### src/rtl/wob_pkg.sv
package wob_pkg;
  typedef enum logic [1:0] {ST_IDLE, ST_REQ, ST_SEL, ST_GAP} st_e;
  typedef enum logic [1:0] {STS_OK = 2'd0, STS_ERR = 2'd1, STS_TMO = 2'd2, STS_RTY = 2'd3} sts_e;
  typedef enum logic [2:0] {RSP_NONE, RSP_ACK, RSP_RTY, RSP_TMO, RSP_ERR} rsp_e;

  // error > timeout > retry > acknowledge
  function automatic rsp_e rsp_decode(input logic err, input logic tmo,
                                      input logic rty, input logic ack);
    if (err)      return RSP_ERR;
    else if (tmo) return RSP_TMO;
    else if (rty) return RSP_RTY;
    else if (ack) return RSP_ACK;
    else          return RSP_NONE;
  endfunction
endpackage

### src/rtl/wob_addr.sv
module wob_addr #(
  parameter int AW = 32,
  parameter int DW = 32
) (
  input  logic          clk_i,
  input  logic          rst_ni,
  input  logic          load_i,
  input  logic          incr_i,
  input  logic          wr_i,
  input  logic [AW-1:0] addr_i,
  output logic          wr_o,
  output logic [AW-1:0] addr_o
);
  localparam int STEP = DW / 8;

  always_ff @(posedge clk_i or negedge rst_ni) begin
    if (!rst_ni) begin
      addr_o <= '0;
      wr_o   <= 1'b0;
    end else if (load_i) begin
      addr_o <= addr_i;
      wr_o   <= wr_i;
    end else if (incr_i) begin
      addr_o <= addr_o + AW'(STEP);
    end
  end

  a_r6_step: assert property (@(posedge clk_i) disable iff (!rst_ni)
    incr_i && !load_i |=> addr_o == $past(addr_o) + AW'(STEP));
endmodule

### src/rtl/wob_fsm.sv
module wob_fsm import wob_pkg::*; #(
  parameter int CNT_W   = 8,
  parameter int RTY_MAX = 2
) (
  input  logic             clk_i,
  input  logic             rst_ni,
  input  logic             start_i,
  input  logic [CNT_W-1:0] count_i,
  input  logic             gnt_i,
  input  rsp_e             rsp_i,
  output st_e              st_o,
  output logic             lock_o,
  output logic             done_o,
  output sts_e             status_o,
  output logic             word_ack_o,
  output logic             load_o,
  output logic             incr_o
);
  localparam int RC_W = (RTY_MAX < 1) ? 1 : $clog2(RTY_MAX + 1);

  st_e              st_q;
  logic [CNT_W-1:0] rem_q;
  logic [RC_W-1:0]  rty_q;
  rsp_e             rsp;

  assign rsp    = (st_q == ST_SEL) ? rsp_i : RSP_NONE;
  assign load_o = (st_q == ST_IDLE) && start_i;
  assign incr_o = (rsp == RSP_ACK);
  assign st_o   = st_q;

  always_ff @(posedge clk_i or negedge rst_ni) begin
    if (!rst_ni) begin
      st_q       <= ST_IDLE;
      rem_q      <= '0;
      rty_q      <= '0;
      lock_o     <= 1'b0;
      done_o     <= 1'b0;
      word_ack_o <= 1'b0;
      status_o   <= STS_OK;
    end else begin
      done_o     <= 1'b0;
      word_ack_o <= 1'b0;
      unique case (st_q)
        ST_IDLE: if (start_i) begin
          st_q  <= ST_REQ;
          rem_q <= (count_i == '0) ? CNT_W'(1) : count_i;
          rty_q <= '0;
        end
        ST_REQ: if (gnt_i) begin
          st_q   <= ST_SEL;
          lock_o <= (rem_q > CNT_W'(1));
        end
        ST_SEL: begin
          unique case (rsp)
            RSP_ACK: begin
              word_ack_o <= 1'b1;
              rty_q      <= '0;
              if (rem_q == CNT_W'(1)) begin
                st_q     <= ST_IDLE;
                lock_o   <= 1'b0;
                done_o   <= 1'b1;
                status_o <= STS_OK;
              end else begin
                st_q  <= ST_GAP;
                rem_q <= rem_q - CNT_W'(1);
                if (rem_q == CNT_W'(2)) lock_o <= 1'b0;
              end
            end
            RSP_RTY: begin
              lock_o <= 1'b0;
              if (rty_q == RC_W'(RTY_MAX)) begin
                st_q     <= ST_IDLE;
                done_o   <= 1'b1;
                status_o <= STS_RTY;
              end else begin
                rty_q <= rty_q + RC_W'(1);
                st_q  <= ST_REQ;
              end
            end
            RSP_TMO, RSP_ERR: begin
              st_q     <= ST_IDLE;
              lock_o   <= 1'b0;
              done_o   <= 1'b1;
              status_o <= (rsp == RSP_ERR) ? STS_ERR : STS_TMO;
            end
            default: ;
          endcase
        end
        ST_GAP: st_q <= ST_SEL;
        default: st_q <= ST_IDLE;
      endcase
    end
  end

  a_r8_retry_bound: assert property (@(posedge clk_i) disable iff (!rst_ni)
    rty_q <= RC_W'(RTY_MAX));
  a_r10_done_pulse: assert property (@(posedge clk_i) disable iff (!rst_ni)
    done_o |=> !done_o);
endmodule

### src/rtl/wob_gate.sv
module wob_gate import wob_pkg::*; #(
  parameter int AW = 32,
  parameter int DW = 32
) (
  input  st_e           st_i,
  input  logic          wr_i,
  input  logic          lock_i,
  input  logic [AW-1:0] addr_i,
  input  logic [DW-1:0] wdata_i,
  output logic          req_o,
  output logic          sel_o,
  output logic          lock_o,
  output logic          rnw_o,
  output logic [AW-1:0] abus_o,
  output logic [DW-1:0] dbus_o
);
  // zero when not driving: the bus is the OR of all masters
  always_comb begin
    req_o  = (st_i == ST_REQ);
    sel_o  = (st_i == ST_SEL);
    lock_o = lock_i && (st_i != ST_IDLE);
    rnw_o  = sel_o && !wr_i;
    abus_o = sel_o ? addr_i : '0;
    dbus_o = (sel_o && wr_i) ? wdata_i : '0;
  end
endmodule

### src/rtl/wob_master.sv
module wob_master import wob_pkg::*; #(
  parameter int AW      = 32,
  parameter int DW      = 32,
  parameter int CNT_W   = 8,
  parameter int RTY_MAX = 2
) (
  input  logic             clk_i,
  input  logic             rst_ni,
  input  logic             start_i,
  input  logic             wr_i,
  input  logic [AW-1:0]    addr_i,
  input  logic [DW-1:0]    wdata_i,
  input  logic [CNT_W-1:0] count_i,
  output logic             busy_o,
  output logic             word_ack_o,
  output logic [DW-1:0]    rdata_o,
  output logic             done_o,
  output logic [1:0]       status_o,
  input  logic             gnt_i,
  input  logic             xack_i,
  input  logic             errack_i,
  input  logic             tmo_i,
  input  logic             retry_i,
  input  logic [DW-1:0]    rdbus_i,
  output logic             req_o,
  output logic             sel_o,
  output logic             lock_o,
  output logic             rnw_o,
  output logic [AW-1:0]    abus_o,
  output logic [DW-1:0]    dbus_o
);
  st_e           st;
  sts_e          sts;
  rsp_e          rsp;
  logic          lock_q, load, incr, wr_q;
  logic [AW-1:0] addr_q;

  assign rsp      = rsp_decode(errack_i, tmo_i, retry_i, xack_i);
  assign busy_o   = (st != ST_IDLE);
  assign status_o = sts;

  wob_fsm #(.CNT_W(CNT_W), .RTY_MAX(RTY_MAX)) u_fsm (
    .clk_i, .rst_ni, .start_i, .count_i, .gnt_i,
    .rsp_i(rsp), .st_o(st), .lock_o(lock_q), .done_o, .status_o(sts),
    .word_ack_o, .load_o(load), .incr_o(incr)
  );

  wob_addr #(.AW(AW), .DW(DW)) u_addr (
    .clk_i, .rst_ni, .load_i(load), .incr_i(incr), .wr_i, .addr_i,
    .wr_o(wr_q), .addr_o(addr_q)
  );

  wob_gate #(.AW(AW), .DW(DW)) u_gate (
    .st_i(st), .wr_i(wr_q), .lock_i(lock_q), .addr_i(addr_q), .wdata_i,
    .req_o, .sel_o, .lock_o, .rnw_o, .abus_o, .dbus_o
  );

  always_ff @(posedge clk_i or negedge rst_ni) begin
    if (!rst_ni)            rdata_o <= '0;
    else if (incr && !wr_q) rdata_o <= rdbus_i;
  end

  a_r1_idle_quiet: assert property (@(posedge clk_i) disable iff (!rst_ni)
    !busy_o |-> !req_o && !sel_o && !lock_o && !rnw_o && abus_o == '0 && dbus_o == '0);
  a_r1_nosel_quiet: assert property (@(posedge clk_i) disable iff (!rst_ni)
    !sel_o |-> abus_o == '0 && dbus_o == '0 && !rnw_o);
  a_r2_hold_req: assert property (@(posedge clk_i) disable iff (!rst_ni)
    req_o && !gnt_i |=> req_o);
  a_r3_sel_after_gnt: assert property (@(posedge clk_i) disable iff (!rst_ni)
    req_o && gnt_i |=> sel_o && !req_o);
  a_r4_sel_drop: assert property (@(posedge clk_i) disable iff (!rst_ni)
    sel_o && (xack_i || errack_i || tmo_i || retry_i) |=> !sel_o);
  a_r9_err_ends: assert property (@(posedge clk_i) disable iff (!rst_ni)
    sel_o && errack_i |=> done_o && status_o == 2'd1 && !lock_o && !busy_o && !word_ack_o);
  a_r5_lock_owner: assert property (@(posedge clk_i) disable iff (!rst_ni)
    lock_o |-> busy_o && !req_o);
endmodule

### config.mk
export PLATFORM = sky130hd
export DESIGN_NAME = wob_master
export DESIGN_NICKNAME = d
export VERILOG_FILES = /design/src/rtl/wob_pkg.sv /design/src/rtl/wob_addr.sv /design/src/rtl/wob_fsm.sv /design/src/rtl/wob_gate.sv /design/src/rtl/wob_master.sv
export SDC_FILE = /design/constraint.sdc
export NUM_CORES = 1
export LEC_CHECK = 0
export BUFFER_PORTS_ARGS = -buffer_cell sky130_fd_sc_hd__buf_4
export CAP_MARGIN = 15
export CORE_MARGIN = 5
export CORE_UTILIZATION = 45
export CTS_CLUSTER_DIAMETER = 40
export DETAILED_ROUTE_END_ITERATION = 7
export PLACE_DENSITY = 0.86
export REMOVE_ABC_BUFFERS = 1
export SLEW_MARGIN = 20
export SYNTH_ARGS = -nofsm -noshare
export SYNTH_HDL_FRONTEND = slang
export SYNTH_HIERARCHICAL = 1
export SYNTH_SLANG_ARGS = --single-unit
### constraint.sdc
create_clock -name clk_i -period 2.45 [get_ports clk_i]
set_input_delay 0.245 -clock clk_i [delete_from_list [all_inputs] [get_ports clk_i]]
set_output_delay 0.245 -clock clk_i [all_outputs]
set_load 0.02 [all_outputs]
==> results.toml <==
[setup_path]
crit_path_start_kind = "flop"
rr_worst_depth = 8
r2r-start = "u_fsm/st_o[0]$_DFFE_PN0P_"
crit_fanout = 8
rrSetupSlack_ns = 0.1
cp.required_ns = 2.71
worstSetupPathType = "flop to flop"
r2r-end = "u_addr/addr_o[30]$_DFFE_PN0N_"
crit_path_end_kind = "flop"
worstPathArrival_ns = 2.61

[floorplanning]
num_rows = 40
fp.dieW_um = 120
chipHeight_um = 120
core_um2 = 12000
ios = 218
start_util = 0.458
dieArea_um2 = 14500

[yosys]
syn_area_um2 = 5480
synth_seq_area_share = 0.375
yosysWarningCount = 6
synthArstFlopShare = 1.00
ys.flop_type = "dfrtp_1"
synth.avg_cell_area_um2 = 10.2
ys_ff_latch = 82
synth_edf_count = 0
synth_cell_type_count = 69
syn_inst = 535

[min_path]
whs_path_depth = 3
min_to = "u_addr/addr_o[14]$_DFFE_PN0N_"
min_path_type = "input pin to flop"
worstHoldStart = "addr_i[14]"

[cells_and_area]
syn_to_final_growth_pct = 38.3
nets = 875
nFillCells = 978
multiInputGateArea_um2 = 3080
drive_gt1_frac = 0.419
seqCellArea_um2 = 2050
diodes = 0

[detailed_routing]
drtIter0Drc = 484
drcViolationCount = 0
avgViaCountPerCell = 5.74
detail_route.wl_per_cell_um = 18.2
wirelength_um = 16400
vias = 5181
detail-route-antenna-nets = 0
first_pass_iters = 5

[timing]
fin_skew_ns = 0.0105
tightestPinTransition_ns = 0.934
slew_headroom = 0.377
fin_crit_sh = 0.960
tns_ns = 0
holdWs_ns = 0.106
final_max_slew_viol_count = 0
rsz0062_at_grt = "false"
layout_min_cycle_time_ns = 2.35
setup_viol = 0
max_freq_mhz = 425
hold_viol = 0

[grt]
busiest_layer = "met2"
overflow = 0
grt_antenna_before_repair = 0
grtUsageMet1 = 0.274
grt_pass1_vias = 5140
grt_pass1_wl_um = 26200
use_met2 = 0.383
grtUsageTotal = 0.220
grt_use_met3 = 0.0402
grt_max_degree = 83

[place]
gp_congestion = 0.893
dpl.hpwl_um = 12100
port_buffers = 217

[power_and_ir_drop]
power.density_nw_per_um2 = 1030
leakagePower_nw = 3.67
ir_drop_mv = 0.560
finalPower_mw = 7.79

[outcome]
outcome = "finished, final reports clean"

[clocking]
cts_buffer_depth = 2
cts_max_level = 3
numCtsBuffers = 9
clk_pin_slew_ns = 0.07
clock-root-buffer = "clkbuf_16"
clock_latency_ns = 0.34
clock-sinks = 82
cts_tree = "yes"

[flow_run]
maxCapViolCount = 0
registers in the layout, summed over array words and instances, names as in the netlist:
name              cells
u_fsm/done_o          1
u_fsm/status_o        2
u_fsm/rty_q           2
rdata_o              32
u_fsm/lock_o          1
u_addr/wr_o           1
u_fsm/word_ack_o      1
u_addr/addr_o        32
u_fsm/st_o            2
u_fsm/rem_q           8
worst max-delay path, cell delays in order, from the launching register on:
cell,delay (ns)
dfrtp_1,0.38
inv_1,0.08
ha_1,0.17
nand4bb_1,0.18
inv_2,0.15
nand4_2,0.14
or3_4,0.46
or4_1,0.53
a31oi_1,0.18
final cells by class:
type / count / area share
timing repair buffer: 246 / 0.247
multi-input combinational: 395 / 0.406
clock buffer: 11 / 0.0321
sequential: 82 / 0.271
clock inverter: 4 / 0.0101
inverter: 17 / 0.00892
tap: 147 / 0.0243
layer usage:
| layer | wire [µm] | up-vias |
|---|---|---|
| li1 | - | 2434 |
| met1 | 6590 | 2502 |
| met2 | 8550 | 219 |
| met3 | 954 | 26 |
| met4 | 341 | 0 |
| met5 | 0 | - |
placed cells by master, fill, tap and decap left out, types with 6 or more instances in the layout:
| master | netlist | layout |
|---|---|---|
| ha_1 | 11 | 11 |
| clkbuf_16 | 0 | 9 |
| nor2_1 | 30 | 30 |
| o31ai_1 | 9 | 9 |
| or4_1 | 9 | 9 |
| dfrtp_1 | 82 | 82 |
| mux2i_1 | 6 | 6 |
| and4b_1 | 32 | 32 |
| nand2_1 | 39 | 39 |
| mux2_2 | 10 | 10 |
| mux2_4 | 30 | 30 |
| xnor2_1 | 11 | 11 |
| a31oi_1 | 14 | 14 |
| nor4_1 | 7 | 7 |
| nand4_1 | 7 | 7 |
| nor3_1 | 12 | 12 |
| inv_1 | 16 | 15 |
| and3b_1 | 32 | 32 |
| nand3_1 | 14 | 14 |
| nand2b_1 | 7 | 7 |
| buf_4 | 2 | 242 |
| o22ai_1 | 6 | 6 |
| a211oi_1 | 6 | 6 |
| o21ai_0 | 24 | 24 |
Yosys cell counts (7+ instances only):
master / count / share of area
mux2_4: 30 / 0.082
dfrtp_1: 82 / 0.37
clkbuf_1: 13 / 0.0089
buf_6: 7 / 0.014
nand4_1: 7 / 0.0080
ha_1: 11 / 0.025
and4b_1: 32 / 0.059
nor4_1: 7 / 0.0080
mux2_2: 10 / 0.021
o21ai_0: 24 / 0.022
nand2_1: 39 / 0.027
and3b_1: 32 / 0.051
buf_2: 16 / 0.015
nor3_1: 12 / 0.011
xnor2_1: 11 / 0.018
a31oi_1: 14 / 0.016
nor2_1: 30 / 0.021
or4_1: 9 / 0.012
nand2b_1: 7 / 0.0080
inv_1: 16 / 0.011
nand3_1: 14 / 0.013
o31ai_1: 9 / 0.012
worst max path at each step:
| stage | slack (ns) | start | cells past startpoint | to |
|---|---|---|---|---|
| finish | 0.1 | u_fsm/st_o[0]$_DFFE_PN0P_ | 8 | u_addr/addr_o[30]$_DFFE_PN0N_ |
| global route | 0.0007 | u_fsm/st_o[0]$_DFFE_PN0P_ | 8 | u_addr/addr_o[30]$_DFFE_PN0N_ |
| CTS | 0.04 | u_fsm/st_o[0]$_DFFE_PN0P_ | 8 | u_addr/addr_o[30]$_DFFE_PN0N_ |
| detailed placement | -0.009 | retry_i | 9 | u_addr/addr_o[30]$_DFFE_PN0N_ |
| global placement | 0.06 | retry_i | 9 | u_addr/addr_o[28]$_DFFE_PN0N_ |
| floorplan | -1.08 | u_fsm/st_o[1]$_DFFE_PN0P_ | 5 | rdata_o[25]$_DFFE_PN0P_ |
repair_timing:
item	in CTS	in global routing
endpoints found under the hold margin	82	0
hold buffers	1	0
resized for setup	0	2
setup endpoints to repair	0	9
buffers inserted	0	4
power by group:
part / switching [mW] / internal [mW] / leakage (nW)
combinational: 1.98 / 1.77 / 2.50
clock: 0.549 / 0.917 / 0.152
sequential: 0.693 / 1.87 / 1.02
through the flow:
stage / utilization / area, µm² / setup WS, ns / cells
5_1_grt: 0.633 / 7570 / 0.000650 / 902
3_3_place_gp: 0.603 / 7210 / 0.0574 / 882
2_1_floorplan: - / 5190 / -1.08 / 494
6_report: 0.633 / 7570 / 0.0968 / 902
4_1_cts: 0.630 / 7540 / 0.0383 / 898
3_5_place_dp: 0.603 / 7210 / -0.00917 / 882
logic make-up (layout without fill, tap and decap cells):
logic type / Yosys count / in the layout / synth area share
AND/OR/NAND/NOR: 234 / 234 / 0.288
AO/OA/AOI/OAI: 90 / 90 / 0.113
flip-flops: 82 / 82 / 0.375
buffers and inverters: 58 / 278 / 0.0633
multiplexers: 46 / 46 / 0.114
XOR/XNOR: 14 / 14 / 0.0224
adder cells (fa/ha/maj): 11 / 11 / 0.0251
Note: power is estimated with default switching activity, not from simulation.
